$ cat src/rtl/lpm_pkg.sv
`timescale 1ns/1ps
package lpm_pkg;

   // Width needed to hold a prefix length from 0 to addr_w inclusive.
   function automatic int len_width(input int addr_w);
      return $clog2(addr_w + 1);
   endfunction

   // Width of a slot index; never below one bit.
   function automatic int idx_width(input int entries);
      return (entries > 1) ? $clog2(entries) : 1;
   endfunction

   // Structure used to pick the winning slot.
   typedef enum logic {
      SEL_SCAN = 1'b0,
      SEL_TREE = 1'b1
   } lpm_sel_e;

endpackage

$ cat src/rtl/lpm_table.sv
`timescale 1ns/1ps
module lpm_table #(
   parameter int ADDR_W  = 32,
   parameter int ENTRIES = 8,
   parameter int PORT_W  = 4,
   parameter int LEN_W   = 6,
   parameter int IDX_W   = 3
) (
   input  logic              clk,
   input  logic              rst_n,
   input  logic              wr_en,
   input  logic [IDX_W-1:0]  wr_idx,
   input  logic              wr_valid,
   input  logic [ADDR_W-1:0] wr_prefix,
   input  logic [LEN_W-1:0]  wr_len,
   input  logic [PORT_W-1:0] wr_port,
   output logic [ENTRIES-1:0] tbl_valid,
   output logic [ADDR_W-1:0] tbl_prefix [ENTRIES],
   output logic [LEN_W-1:0]  tbl_len    [ENTRIES],
   output logic [PORT_W-1:0] tbl_port   [ENTRIES]
);

   localparam logic [LEN_W-1:0] FULL_LEN = LEN_W'(ADDR_W);

   logic [LEN_W-1:0] len_clamped;

   // Lengths beyond the address width collapse to a full-width match.
   assign len_clamped = (wr_len > FULL_LEN) ? FULL_LEN : wr_len;

   for (genvar e = 0; e < ENTRIES; e++) begin : g_slot
      logic              hit_wr;
      logic              v_q;
      logic [ADDR_W-1:0] p_q;
      logic [LEN_W-1:0]  l_q;
      logic [PORT_W-1:0] o_q;

      assign hit_wr = wr_en && (wr_idx == IDX_W'(e));

      always_ff @(posedge clk or negedge rst_n) begin
         if (!rst_n) begin
            v_q <= 1'b0;
            p_q <= '0;
            l_q <= '0;
            o_q <= '0;
         end else if (hit_wr) begin
            v_q <= wr_valid;
            p_q <= wr_prefix;
            l_q <= len_clamped;
            o_q <= wr_port;
         end
      end

      assign tbl_valid[e]  = v_q;
      assign tbl_prefix[e] = p_q;
      assign tbl_len[e]    = l_q;
      assign tbl_port[e]   = o_q;
   end


   wr_land_chk: assert property (@(posedge clk) disable iff (!rst_n)
      (wr_en && ({1'b0, wr_idx} < (IDX_W+1)'(ENTRIES)))
      |=> (tbl_valid[$past(wr_idx)] == $past(wr_valid)));


   len_cap_chk: assert property (@(posedge clk) disable iff (!rst_n)
      (wr_en && ({1'b0, wr_idx} < (IDX_W+1)'(ENTRIES)))
      |=> (tbl_len[$past(wr_idx)] <= FULL_LEN));

endmodule

$ cat src/rtl/lpm_match.sv
`timescale 1ns/1ps
module lpm_match #(
   parameter int ADDR_W  = 32,
   parameter int ENTRIES = 8,
   parameter int LEN_W   = 6
) (
   input  logic               clk,
   input  logic               rst_n,
   input  logic [ADDR_W-1:0]  key,
   input  logic [ENTRIES-1:0] tbl_valid,
   input  logic [ADDR_W-1:0]  tbl_prefix [ENTRIES],
   input  logic [LEN_W-1:0]   tbl_len    [ENTRIES],
   output logic [ENTRIES-1:0] hit_vec
);

   for (genvar e = 0; e < ENTRIES; e++) begin : g_cmp
      logic [ADDR_W-1:0] care;
      logic [ADDR_W-1:0] diff;

      // Bit b takes part when it lies within the top len bits.
      for (genvar b = 0; b < ADDR_W; b++) begin : g_bit
         assign care[b] = (tbl_len[e] > LEN_W'(ADDR_W - 1 - b));
      end

      assign diff       = (key ^ tbl_prefix[e]) & care;
      assign hit_vec[e] = tbl_valid[e] && (diff == '0);


      zero_len_chk: assert property (@(posedge clk) disable iff (!rst_n)
         (tbl_valid[e] && (tbl_len[e] == '0)) |-> hit_vec[e]);
   end

endmodule

$ cat src/rtl/lpm_select.sv
`timescale 1ns/1ps
module lpm_select #(
   parameter int ENTRIES = 8,
   parameter int PORT_W  = 4,
   parameter int LEN_W   = 6,
   parameter int IDX_W   = 3,
   parameter lpm_pkg::lpm_sel_e SEL_MODE = lpm_pkg::SEL_TREE
) (
   input  logic               clk,
   input  logic               rst_n,
   input  logic [ENTRIES-1:0] hit_vec,
   input  logic [LEN_W-1:0]   tbl_len  [ENTRIES],
   input  logic [PORT_W-1:0]  tbl_port [ENTRIES],
   output logic               any_hit,
   output logic [PORT_W-1:0]  win_port
);

   logic              sel_hit;
   logic [IDX_W-1:0]  sel_idx;
   logic [ENTRIES-1:0] win_onehot;

   if (SEL_MODE == lpm_pkg::SEL_TREE) begin : g_tree
      localparam int LVL    = (ENTRIES > 1) ? $clog2(ENTRIES) : 1;
      localparam int LEAVES = 1 << LVL;
      localparam int NODES  = 2 * LEAVES - 1;

      logic             nd_hit [NODES];
      logic [LEN_W-1:0] nd_len [NODES];
      logic [IDX_W-1:0] nd_idx [NODES];

      for (genvar l = 0; l < LEAVES; l++) begin : g_leaf
         if (l < ENTRIES) begin : g_real
            assign nd_hit[LEAVES-1+l] = hit_vec[l];
            assign nd_len[LEAVES-1+l] = tbl_len[l];
            assign nd_idx[LEAVES-1+l] = IDX_W'(l);
         end else begin : g_pad
            assign nd_hit[LEAVES-1+l] = 1'b0;
            assign nd_len[LEAVES-1+l] = '0;
            assign nd_idx[LEAVES-1+l] = '0;
         end
      end

      // Left child always carries the lower indices, so it wins ties.
      for (genvar k = 0; k < LEAVES - 1; k++) begin : g_node
         logic take_l;
         assign take_l = nd_hit[2*k+1] &&
                         (!nd_hit[2*k+2] || (nd_len[2*k+1] >= nd_len[2*k+2]));
         assign nd_hit[k] = nd_hit[2*k+1] | nd_hit[2*k+2];
         assign nd_len[k] = take_l ? nd_len[2*k+1] : nd_len[2*k+2];
         assign nd_idx[k] = take_l ? nd_idx[2*k+1] : nd_idx[2*k+2];
      end

      assign sel_hit = nd_hit[0];
      assign sel_idx = nd_idx[0];
   end else begin : g_scan
      logic             sc_hit;
      logic [LEN_W-1:0] sc_len;
      logic [IDX_W-1:0] sc_idx;

      // Strictly-greater keeps the earliest slot on equal lengths.
      always_comb begin
         sc_hit = 1'b0;
         sc_len = '0;
         sc_idx = '0;
         for (int e = 0; e < ENTRIES; e++) begin
            if (hit_vec[e] && (!sc_hit || (tbl_len[e] > sc_len))) begin
               sc_hit = 1'b1;
               sc_len = tbl_len[e];
               sc_idx = IDX_W'(e);
            end
         end
      end

      assign sel_hit = sc_hit;
      assign sel_idx = sc_idx;
   end

   assign any_hit    = sel_hit;
   assign win_port   = sel_hit ? tbl_port[sel_idx] : '0;
   assign win_onehot = sel_hit ? (ENTRIES'(1) << sel_idx) : '0;

   // Independent scan: does any matching slot outrank the chosen one?
   logic beaten;
   always_comb begin
      beaten = 1'b0;
      for (int e = 0; e < ENTRIES; e++) begin
         if (sel_hit && hit_vec[e]) begin
            if (tbl_len[e] > tbl_len[sel_idx]) beaten = 1'b1;
            if ((tbl_len[e] == tbl_len[sel_idx]) && (IDX_W'(e) < sel_idx)) beaten = 1'b1;
         end
      end
   end


   pick_is_hit_chk: assert property (@(posedge clk) disable iff (!rst_n)
      (|win_onehot) |-> (|(win_onehot & hit_vec)));


   pick_onehot_chk: assert property (@(posedge clk) disable iff (!rst_n)
      $onehot0(win_onehot) && ((|hit_vec) == (|win_onehot)));


   pick_rank_chk: assert property (@(posedge clk) disable iff (!rst_n)
      !beaten);

endmodule

$ cat src/rtl/lpm_lookup_engine.sv
`timescale 1ns/1ps
module lpm_lookup_engine #(
   parameter int ADDR_W  = 32,
   parameter int ENTRIES = 8,
   parameter int PORT_W  = 4,
   parameter lpm_pkg::lpm_sel_e SEL_MODE = lpm_pkg::SEL_TREE,
   localparam int LEN_W  = lpm_pkg::len_width(ADDR_W),
   localparam int IDX_W  = lpm_pkg::idx_width(ENTRIES)
) (
   input  logic              clk,
   input  logic              rst_n,
   input  logic              wr_en,
   input  logic [IDX_W-1:0]  wr_idx,
   input  logic              wr_valid,
   input  logic [ADDR_W-1:0] wr_prefix,
   input  logic [LEN_W-1:0]  wr_len,
   input  logic [PORT_W-1:0] wr_port,
   input  logic              lk_valid,
   input  logic [ADDR_W-1:0] lk_addr,
   output logic              rs_valid,
   output logic              rs_hit,
   output logic [PORT_W-1:0] rs_port
);

   if (ADDR_W < 1 || ADDR_W > 128) begin : g_bad_addr
      $error("lpm_lookup_engine: ADDR_W must lie in 1..128");
   end
   if (ENTRIES < 1 || ENTRIES > 1024) begin : g_bad_depth
      $error("lpm_lookup_engine: ENTRIES must lie in 1..1024");
   end
   if (PORT_W < 1) begin : g_bad_port
      $error("lpm_lookup_engine: PORT_W must be at least 1");
   end

   logic [ENTRIES-1:0] tbl_valid;
   logic [ADDR_W-1:0]  tbl_prefix [ENTRIES];
   logic [LEN_W-1:0]   tbl_len    [ENTRIES];
   logic [PORT_W-1:0]  tbl_port   [ENTRIES];
   logic [ENTRIES-1:0] hit_vec;
   logic               any_hit;
   logic [PORT_W-1:0]  win_port;

   lpm_table #(
      .ADDR_W(ADDR_W), .ENTRIES(ENTRIES), .PORT_W(PORT_W),
      .LEN_W(LEN_W), .IDX_W(IDX_W)
   ) u_table (
      .clk(clk), .rst_n(rst_n),
      .wr_en(wr_en), .wr_idx(wr_idx), .wr_valid(wr_valid),
      .wr_prefix(wr_prefix), .wr_len(wr_len), .wr_port(wr_port),
      .tbl_valid(tbl_valid), .tbl_prefix(tbl_prefix),
      .tbl_len(tbl_len), .tbl_port(tbl_port)
   );

   lpm_match #(
      .ADDR_W(ADDR_W), .ENTRIES(ENTRIES), .LEN_W(LEN_W)
   ) u_match (
      .clk(clk), .rst_n(rst_n),
      .key(lk_addr), .tbl_valid(tbl_valid),
      .tbl_prefix(tbl_prefix), .tbl_len(tbl_len),
      .hit_vec(hit_vec)
   );

   lpm_select #(
      .ENTRIES(ENTRIES), .PORT_W(PORT_W), .LEN_W(LEN_W),
      .IDX_W(IDX_W), .SEL_MODE(SEL_MODE)
   ) u_select (
      .clk(clk), .rst_n(rst_n),
      .hit_vec(hit_vec), .tbl_len(tbl_len), .tbl_port(tbl_port),
      .any_hit(any_hit), .win_port(win_port)
   );

   // Stage 1 captures the decision against the table as it stood
   // before this edge; stage 2 is the output register.
   logic              s1_valid;
   logic              s1_hit;
   logic [PORT_W-1:0] s1_port;

   always_ff @(posedge clk or negedge rst_n) begin
      if (!rst_n) begin
         s1_valid <= 1'b0;
         s1_hit   <= 1'b0;
         s1_port  <= '0;
         rs_valid <= 1'b0;
         rs_hit   <= 1'b0;
         rs_port  <= '0;
      end else begin
         s1_valid <= lk_valid;
         s1_hit   <= lk_valid && any_hit;
         s1_port  <= (lk_valid && any_hit) ? win_port : '0;
         rs_valid <= s1_valid;
         rs_hit   <= s1_valid && s1_hit;
         rs_port  <= s1_valid ? s1_port : '0;
      end
   end


   lat_on_chk: assert property (@(posedge clk) disable iff (!rst_n)
      lk_valid |-> ##2 rs_valid);


   lat_off_chk: assert property (@(posedge clk) disable iff (!rst_n)
      !lk_valid |-> ##2 !rs_valid);


   miss_port_chk: assert property (@(posedge clk) disable iff (!rst_n)
      (rs_valid && !rs_hit) |-> (rs_port == '0));

endmodule

$ cat config.mk
export PLATFORM = sky130hd
export DESIGN_NAME = lpm_lookup_engine
export DESIGN_NICKNAME = d
export VERILOG_FILES = /design/src/rtl/lpm_pkg.sv /design/src/rtl/lpm_table.sv /design/src/rtl/lpm_match.sv /design/src/rtl/lpm_select.sv /design/src/rtl/lpm_lookup_engine.sv
export SDC_FILE = /design/constraint.sdc
export NUM_CORES = 1
export LEC_CHECK = 0
export ABC_AREA = 1
export CAP_MARGIN = 15
export CORE_UTILIZATION = 35
export CTS_CLUSTER_DIAMETER = 200
export DETAILED_ROUTE_END_ITERATION = 6
export DONT_BUFFER_PORTS = 1
export PLACE_DENSITY = 0.5
export SLEW_MARGIN = 20
export SYNTH_ARGS = -nofsm -noshare
export SYNTH_HDL_FRONTEND = slang
export SYNTH_SLANG_ARGS = --single-unit
$ cat constraint.sdc
create_clock -name clk -period 5.82 [get_ports clk]
set_input_delay 1.164 -clock clk [delete_from_list [all_inputs] [get_ports clk]]
set_output_delay 1.164 -clock clk [all_outputs]
set_load 0.005 [all_outputs]
# --- Yosys cells after proc, flatten, opt, wreduce, memory -nomap -nowiden ---
# Index checks and enable logic that the tools add are counted.
word_totals:
  register_bits: 356
  inputBits: 82
  output_inout_bits: 6
  elab_cells: 402
classes:
  n_lt_le_gt_ge: 265
  n_eq_ne: 7
  muxes: 20
  n_bitwise: 24
  reduce_logical: 48
ops:
  columns: ["op", "count"]
  rows:
  - ["greater-than comparator 6 x 5 -> 1 bit (second input constant)", 128]
  - ["greater-than comparator 6 x 4 -> 1 bit (second input constant)", 64]
  - ["bitwise AND 32 bit", 8]
  - ["zero test 32 bit", 8]
  - ["bitwise XOR 32 bit", 8]
  - ["greater-than comparator 6 x 3 -> 1 bit (second input constant)", 32]
  - ["greater-than comparator 6 x 1 -> 1 bit (second input constant)", 16]
  - ["greater-than comparator 6 x 2 -> 1 bit (second input constant)", 16]
  - ["greater-or-equal comparator 6 bit", 7]
  - ["2-to-1 mux 6 bit", 7]
  - ["logical AND 1 bit", 25]
  - ["2-to-1 mux 4 bit", 5]
  - ["binary-select mux 4 bit (select 3 bit)", 1]
  - ["equality test 3 bit (second input constant)", 4]
  - ["zero test 1 bit", 7]
  - ["logical OR 1 bit", 7]
  - ["bitwise OR 1 bit", 7]
  - ["equality test 3 x 2 -> 1 bit (second input constant)", 2]
  - ["greater-than comparator 6 bit (second input constant)", 1]
  - ["greater-or-equal comparator 4 bit (second input constant)", 1]
  - ["2-to-1 mux 1 bit", 4]
  - ["2-to-1 mux 2 bit", 2]
  - ["inverter 3 -> 4 bit", 1]
  - ["equality test 3 x 1 -> 1 bit (second input constant)", 1]
  - ["2 further kinds", 2]

# --- Logic depth before layout (Yosys ltp) ---
logic_depth:
  word_depth: 22
  mapped_depth: 46
  mapped_depth_nobuf: 42

# --- By module ---
# A second synthesis with hierarchy kept.
hier_totals:
  hier_cells: 3040
  area_unflattened_um2: 21917.3
modules_own_cells:
  columns: ["mod", "n_inst", "cells_each", "area_each_um2", "seq_area_each_um2"]
  rows:
  - ["lpm_table", 1, 1203, 12523.3, 8608.3]
  - ["lpm_match", 1, 1413, 6946.7, 0.0]
  - ["lpm_select", 1, 392, 2069.5, 0.0]
  - ["lpm_lookup_engine", 1, 32, 377.9, 300.3]

# --- Least setup slack after synthesis ---
# OpenSTA, ideal clock, no wires.
synth_timing:
  kind: "input to register"
  from: "input port lk_addr[26]"
  to: "register s1_port[0]"
  setup_ns: 0.117
  arrival_ns: 5.462
  path_slack_ns: 0.241
  path_stages: 38
  n_path_buf: 4
  cell_sequence: "buf_2 or2_2 nand2_1 inv_1 nand2_1 nand2_1 nor2_1 nand2_1 nor2_1 nand3_1 nor2_1 clkbuf_1 nor2_1 a21oi_1 ha_1 nand2_1 nor2_1 o21ai_0 [... 2 more ...] nand2_1 nand2_2 clkbuf_1 o21ai_0 ha_1 a21oi_1 o21a_1 and3_1 inv_1 nor2_4 nor2_8 nand2_4 nand2_4 buf_6 o21ai_1 nor2_1 nor2_1 nor2_1"
synth_between:
  elab_chain_cells: 22
  elab_cells_between_ends: 83
synth_rtl:
  columns: ["element", "line", "rtl"]
  rows:
  - ["start, declared", "lpm_lookup_engine.sv:19", "input logic [ADDR_W-1:0] lk_addr,"]
  - ["bitwise XOR 32 bit", "lpm_match.sv:25", "assign diff = (key ^ tbl_prefix[e]) & care;"]
  - ["bitwise AND 32 bit", "lpm_match.sv:25", null]
  - ["zero test 32 bit", "lpm_match.sv:26", "assign hit_vec[e] = tbl_valid[e] && (diff == '0);"]
  - ["logical AND 1 bit", "lpm_match.sv:26", null]
  - ["zero test 1 bit", "lpm_select.sv:47", "(!nd_hit[2*k+2] || (nd_len[2*k+1] >= nd_len[2*k+2]));"]
  - ["logical OR 1 bit", "lpm_select.sv:47", null]
  - ["logical AND 1 bit", "lpm_select.sv:46", "assign take_l = nd_hit[2*k+1] &&"]
  - ["2-to-1 mux 6 bit", "lpm_select.sv:49", "assign nd_len[k] = take_l ? nd_len[2*k+1] : nd_len[2*k+2];"]
  - ["[... 5 more ...]", null, null]
  - ["logical OR 1 bit", "lpm_select.sv:47", null]
  - ["logical AND 1 bit", "lpm_select.sv:46", null]
  - ["2-to-1 mux 3 bit", "lpm_select.sv:50", "assign nd_idx[k] = take_l ? nd_idx[2*k+1] : nd_idx[2*k+2];"]
  - ["inverter 3 -> 4 bit (not written as such)", "lpm_select.sv:79", "assign win_port = sel_hit ? tbl_port[sel_idx] : '0;"]
  - ["binary-select mux 4 bit (select 3 bit)", "lpm_select.sv:79", null]
  - ["2-to-1 mux 4 bit (not written as such) (2 in series)", "lpm_select.sv:79", null]
  - ["2-to-1 mux 4 bit", "lpm_select.sv:79", null]
  - ["2-to-1 mux 4 bit *", "lpm_lookup_engine.sv:89", "s1_port <= (lk_valid && any_hit) ? win_port : '0;"]
  - ["end signal, assigned", "lpm_lookup_engine.sv:89", null]
  - ["end, declared", "lpm_lookup_engine.sv:76", "logic [PORT_W-1:0] s1_port;"]
# Mark *: on every way between the ends. The rest lies on a longest branch, timed or not. The select of a mux whose other input is x is not followed.
# A chain may end at the register's enable or synchronous reset.

# --- Final worst setup path ---
layout_timing:
  from: "register u_table.g_slot[2].l_q[5]"
  to: "register s1_port[2]"
layout_between:
  elab_chain_cells: 20
  elab_cells_between_ends: 60
layout_rtl:
  columns: ["element", "line", "rtl"]
  rows:
  - ["start, declared", "lpm_table.sv:34", "logic [LEN_W-1:0] l_q;"]
  - ["start signal, assigned", "lpm_table.sv:48", "l_q <= len_clamped;"]
  - ["greater-than comparator 6 x 5 -> 1 bit, or another cell as far along", "lpm_match.sv:22", "assign care[b] = (tbl_len[e] > LEN_W'(ADDR_W - 1 - b));"]
  - ["bitwise AND 32 bit", "lpm_match.sv:25", null]
  - ["zero test 32 bit", "lpm_match.sv:26", null]
  - ["logical AND 1 bit", "lpm_match.sv:26", null]
  - ["logical AND 1 bit", "lpm_select.sv:46", null]
  - ["2-to-1 mux 6 bit", "lpm_select.sv:49", null]
  - ["greater-or-equal comparator 6 bit", "lpm_select.sv:47", null]
  - ["logical OR 1 bit", "lpm_select.sv:47", null]
  - ["[... 3 more ...]", null, null]
  - ["logical OR 1 bit", "lpm_select.sv:47", null]
  - ["logical AND 1 bit", "lpm_select.sv:46", null]
  - ["2-to-1 mux 3 bit", "lpm_select.sv:50", null]
  - ["inverter 3 -> 4 bit (not written as such)", "lpm_select.sv:79", null]
  - ["binary-select mux 4 bit (select 3 bit)", "lpm_select.sv:79", null]
  - ["2-to-1 mux 4 bit (not written as such) (2 in series)", "lpm_select.sv:79", null]
  - ["2-to-1 mux 4 bit", "lpm_select.sv:79", null]
  - ["2-to-1 mux 4 bit *", "lpm_lookup_engine.sv:89", null]
# Marks and branches as above.

==> results.ini <==
[outcome]
status = completed

[setup_path]
worstPathRequired_ns = 6.34
worst-setup-path-type = register to register
cp-end-kind = register
cpMaxStageDelayCell = dfrtp_1
path_max_fanout = 8
reg2reg_from = u_table.g_slot[2].l_q[5]
arrival_ns = 5.98
crit_path_start_kind = register
critPathLaunch = u_table.g_slot[2].l_q[5]
slowest_delay_ns = 0.38

[route]
dr_total_vias = 20800
wl_um = 95600
vias_per_cell = 5.28
drtIter0Drc = 2484
wire_per_inst_um = 24.2
antenna_left = 0
drc = 0
drt_pass1_iterations = 6

[die]
die_w_um = 250
rows = 90
io_pins = 88
die-area_um2 = 62600
core_um2 = 60600
die_y_um = 250
initial_core_util_pct = 35.6

[sta]
fin_crit_ns = 5.47
max_slew.worst_pin.slew_ns = 1.22
setup_viol = 0
fmax_ghz = 0.183
hold_viol_final = 0
relSlewSlack_pct = 18.8
clock_skew_ns = 0.0286
maxSlewViolCount = 0
whs_ns = 0.294
period_share_pct = 93.9

[synth]
syn_area_um2 = 21600
synthCells = 3009
synth_edf_count = 0
syn-num-nets = 3133
synthFlopType = dfrtp_1
syn_avg_cell_area_um2 = 7.17
synth_warnings = 0
synth_cell_types = 37
synth-seq-cells = 356
yosysSeqAreaShare_pct = 41.3
synthArstFlopShare_pct = 100

[layout]
drive_gt1_share_pct = 13.4
design_area_um2 = 25500
syn_to_final_growth_pct = 18.2
post-route-util_pct = 42.1
fill_cells = 6350
nets = 3248

[clocking]
h-tree-depth = 2
clk_latency_ns = 0.60
cts_sinks = 356
clockBufferDepth = 3
path_clk_slew_ns = 0.06
tritoncts = built
hold_buffers = 0
cts_root_buf = clkbuf_16
cts_buffers = 45

[placement]
port_buffers = 0
place_congestion = 0.931
placed_area_um2 = 23300
dp_hpwl_um = 70400

[global_route]
grt_pass1_vias = 19600
grt_overflow = 0
grt_max_degree = 357
antenna_found_initial = 3
grt_pass1_wl_um = 137000
grt_usage_pct = 30.4

[power_and_ir_drop]
power_density_nw_per_um2 = 365
power_leakage_uw = 0.0126
peakVddDrop_uv = 253

[job]
drv_cap = 0

[worst_hold_path]
hold_path_class = input pin to asynchronous set/reset pin

synth_stat cells (2+ instances only):
| master | count | area [um^2] |
|---|---|---|
| nand4_1 | 18 | 113 |
| nand2_2 | 6 | 37.5 |
| o21ai_1 | 20 | 100 |
| buf_4 | 5 | 37.5 |
| inv_2 | 10 | 37.5 |
| nand2_4 | 3 | 33.8 |
| a21oi_1 | 57 | 285 |
| xor2_1 | 179 | 1570 |
| and3_1 | 2 | 12.5 |
| clkbuf_2 | 8 | 40.0 |
| nor2_1 | 268 | 1010 |
| nand3b_1 | 7 | 52.6 |
| o21a_1 | 2 | 15.0 |
| nor2_2 | 11 | 68.8 |
| inv_1 | 256 | 961 |
| nor2_4 | 8 | 90.1 |
| clkinv_1 | 4 | 15.0 |
| dfrtp_1 | 356 | 8910 |
| clkbuf_1 | 70 | 263 |
| xnor2_1 | 27 | 236 |
| nand2_1 | 947 | 3550 |
| nor3_1 | 10 | 50.1 |
| buf_2 | 39 | 195 |
| ha_1 | 42 | 526 |
| o21ai_2 | 2 | 17.5 |
| or2_2 | 10 | 62.6 |
| o21ai_0 | 439 | 2200 |
| nand3_1 | 177 | 886 |
| o211ai_1 | 14 | 105 |
| buf_1 | 5 | 18.8 |
area by class of cell:
type | instances | area, um^2 | share of cell area [%]
multi-input cells | 2257 | 11400 | 44.8
flip-flops and latches | 356 | 8930 | 35.0
repair buffers | 193 | 1510 | 5.93
clock buffers | 61 | 1300 | 5.09
inverters | 270 | 1050 | 4.11
well taps | 782 | 978 | 3.84
clock inverters | 22 | 295 | 1.16
diodes | 4 | 10.0 | 0.0393
repair inverters | 1 | 5.00 | 0.0196
cells by family (layout without fill, tap and decap cells):
group           count (synthesis)  count (layout)  share of synthesized area (%)
compound gates                539             539                           12.8
other cells                     0               4                              0
xor+xnor                      206             206                           8.37
simple gates                 1468            1470                           27.8
buf+inv                       398             547                           7.32
fa+ha+maj                      42              42                           2.44
flops                         356             356                           41.3
per-stage QoR:
| step | TNS (ns) | power, uW | setup WS (ns) | cells |
|---|---|---|---|---|
| after CTS | 0 | 9200 | 0.0225 | 3919 |
| after floorplan | 0 | 4960 | 0.241 | 3009 |
| final | 0 | 9310 | 0.354 | 3946 |
| after global placement | -4.42 | 6110 | -1.12 | 3836 |
| after global routing | -0.000216 | 9810 | -0.000216 | 3942 |
| after detailed placement | -4.12 | 6120 | -1.05 | 3836 |
worst max-delay path, delay by kind of cell (launching register included):
kind                     cells  cell delay, ns
AND/OR/NAND/NOR             21            2.41
buffers and inverters        8            0.98
AO/OA/AOI/OAI                6            1.01
adder cells (fa/ha/maj)      2            0.57
flip-flops                   1            0.38
repair_timing:
action,CTS,global route
gates resized for setup,30,114
setup endpoints to repair,4,4
endpoints found under the hold margin,0,0
setup buffers,0,20
pin swaps,0,20
gates cloned,0,3
where the power goes:
part           switching (uW)  total, uW  internal [uW]
registers                 419       3360           2940
logic                    1820       2920           1100
clock network            1230       3030           1800
total                    3470       9310           5840
per-layer routing:
layer / GRT usage (%) / vias up / wire (um)
li1: - / 9809 / -
met1: 43.4 / 10100 / 43700
met2: 45.5 / 820 / 40700
met3: 7.04 / 136 / 8590
met4: 8.61 / 0 / 2630
met5: 0 / - / 0
layout by cell type, fill, tap and decap left out, types with 29 or more instances in the layout:
cell,n
a21oi_1,53
buf_4,186
clkbuf_16,45
dfrtp_1,340
ha_1,42
inv_1,235
nand2_1,937
nand3_1,175
nor2_1,237
nor2_2,29
o21ai_0,412
o21ai_1,35
xor2_1,179
sequential cells by signal, indices dropped and copies added (netlist names), 4 cells and up:
| name | cells |
|---|---|
| u_table.g_slot.p_q | 256 |
| u_table.g_slot.l_q | 48 |
| u_table.g_slot.o_q | 32 |
| u_table.g_slot.v_q | 8 |
| rs_port | 4 |
| s1_port | 4 |
final timing paths:
check,end,slack [ns],cells after the start
min,u_table.g_slot[0].o_q[0],0.29,0
max,s1_port[2],0.35,37
max reg2reg,s1_port[2],0.35,37
min in group clk,rs_hit,0.43,2
max in group asynchronous,u_table.g_slot[0].l_q[5],4.54,0
min reg2reg,rs_hit,0.43,2
Power figures use the tool's default switching activity.
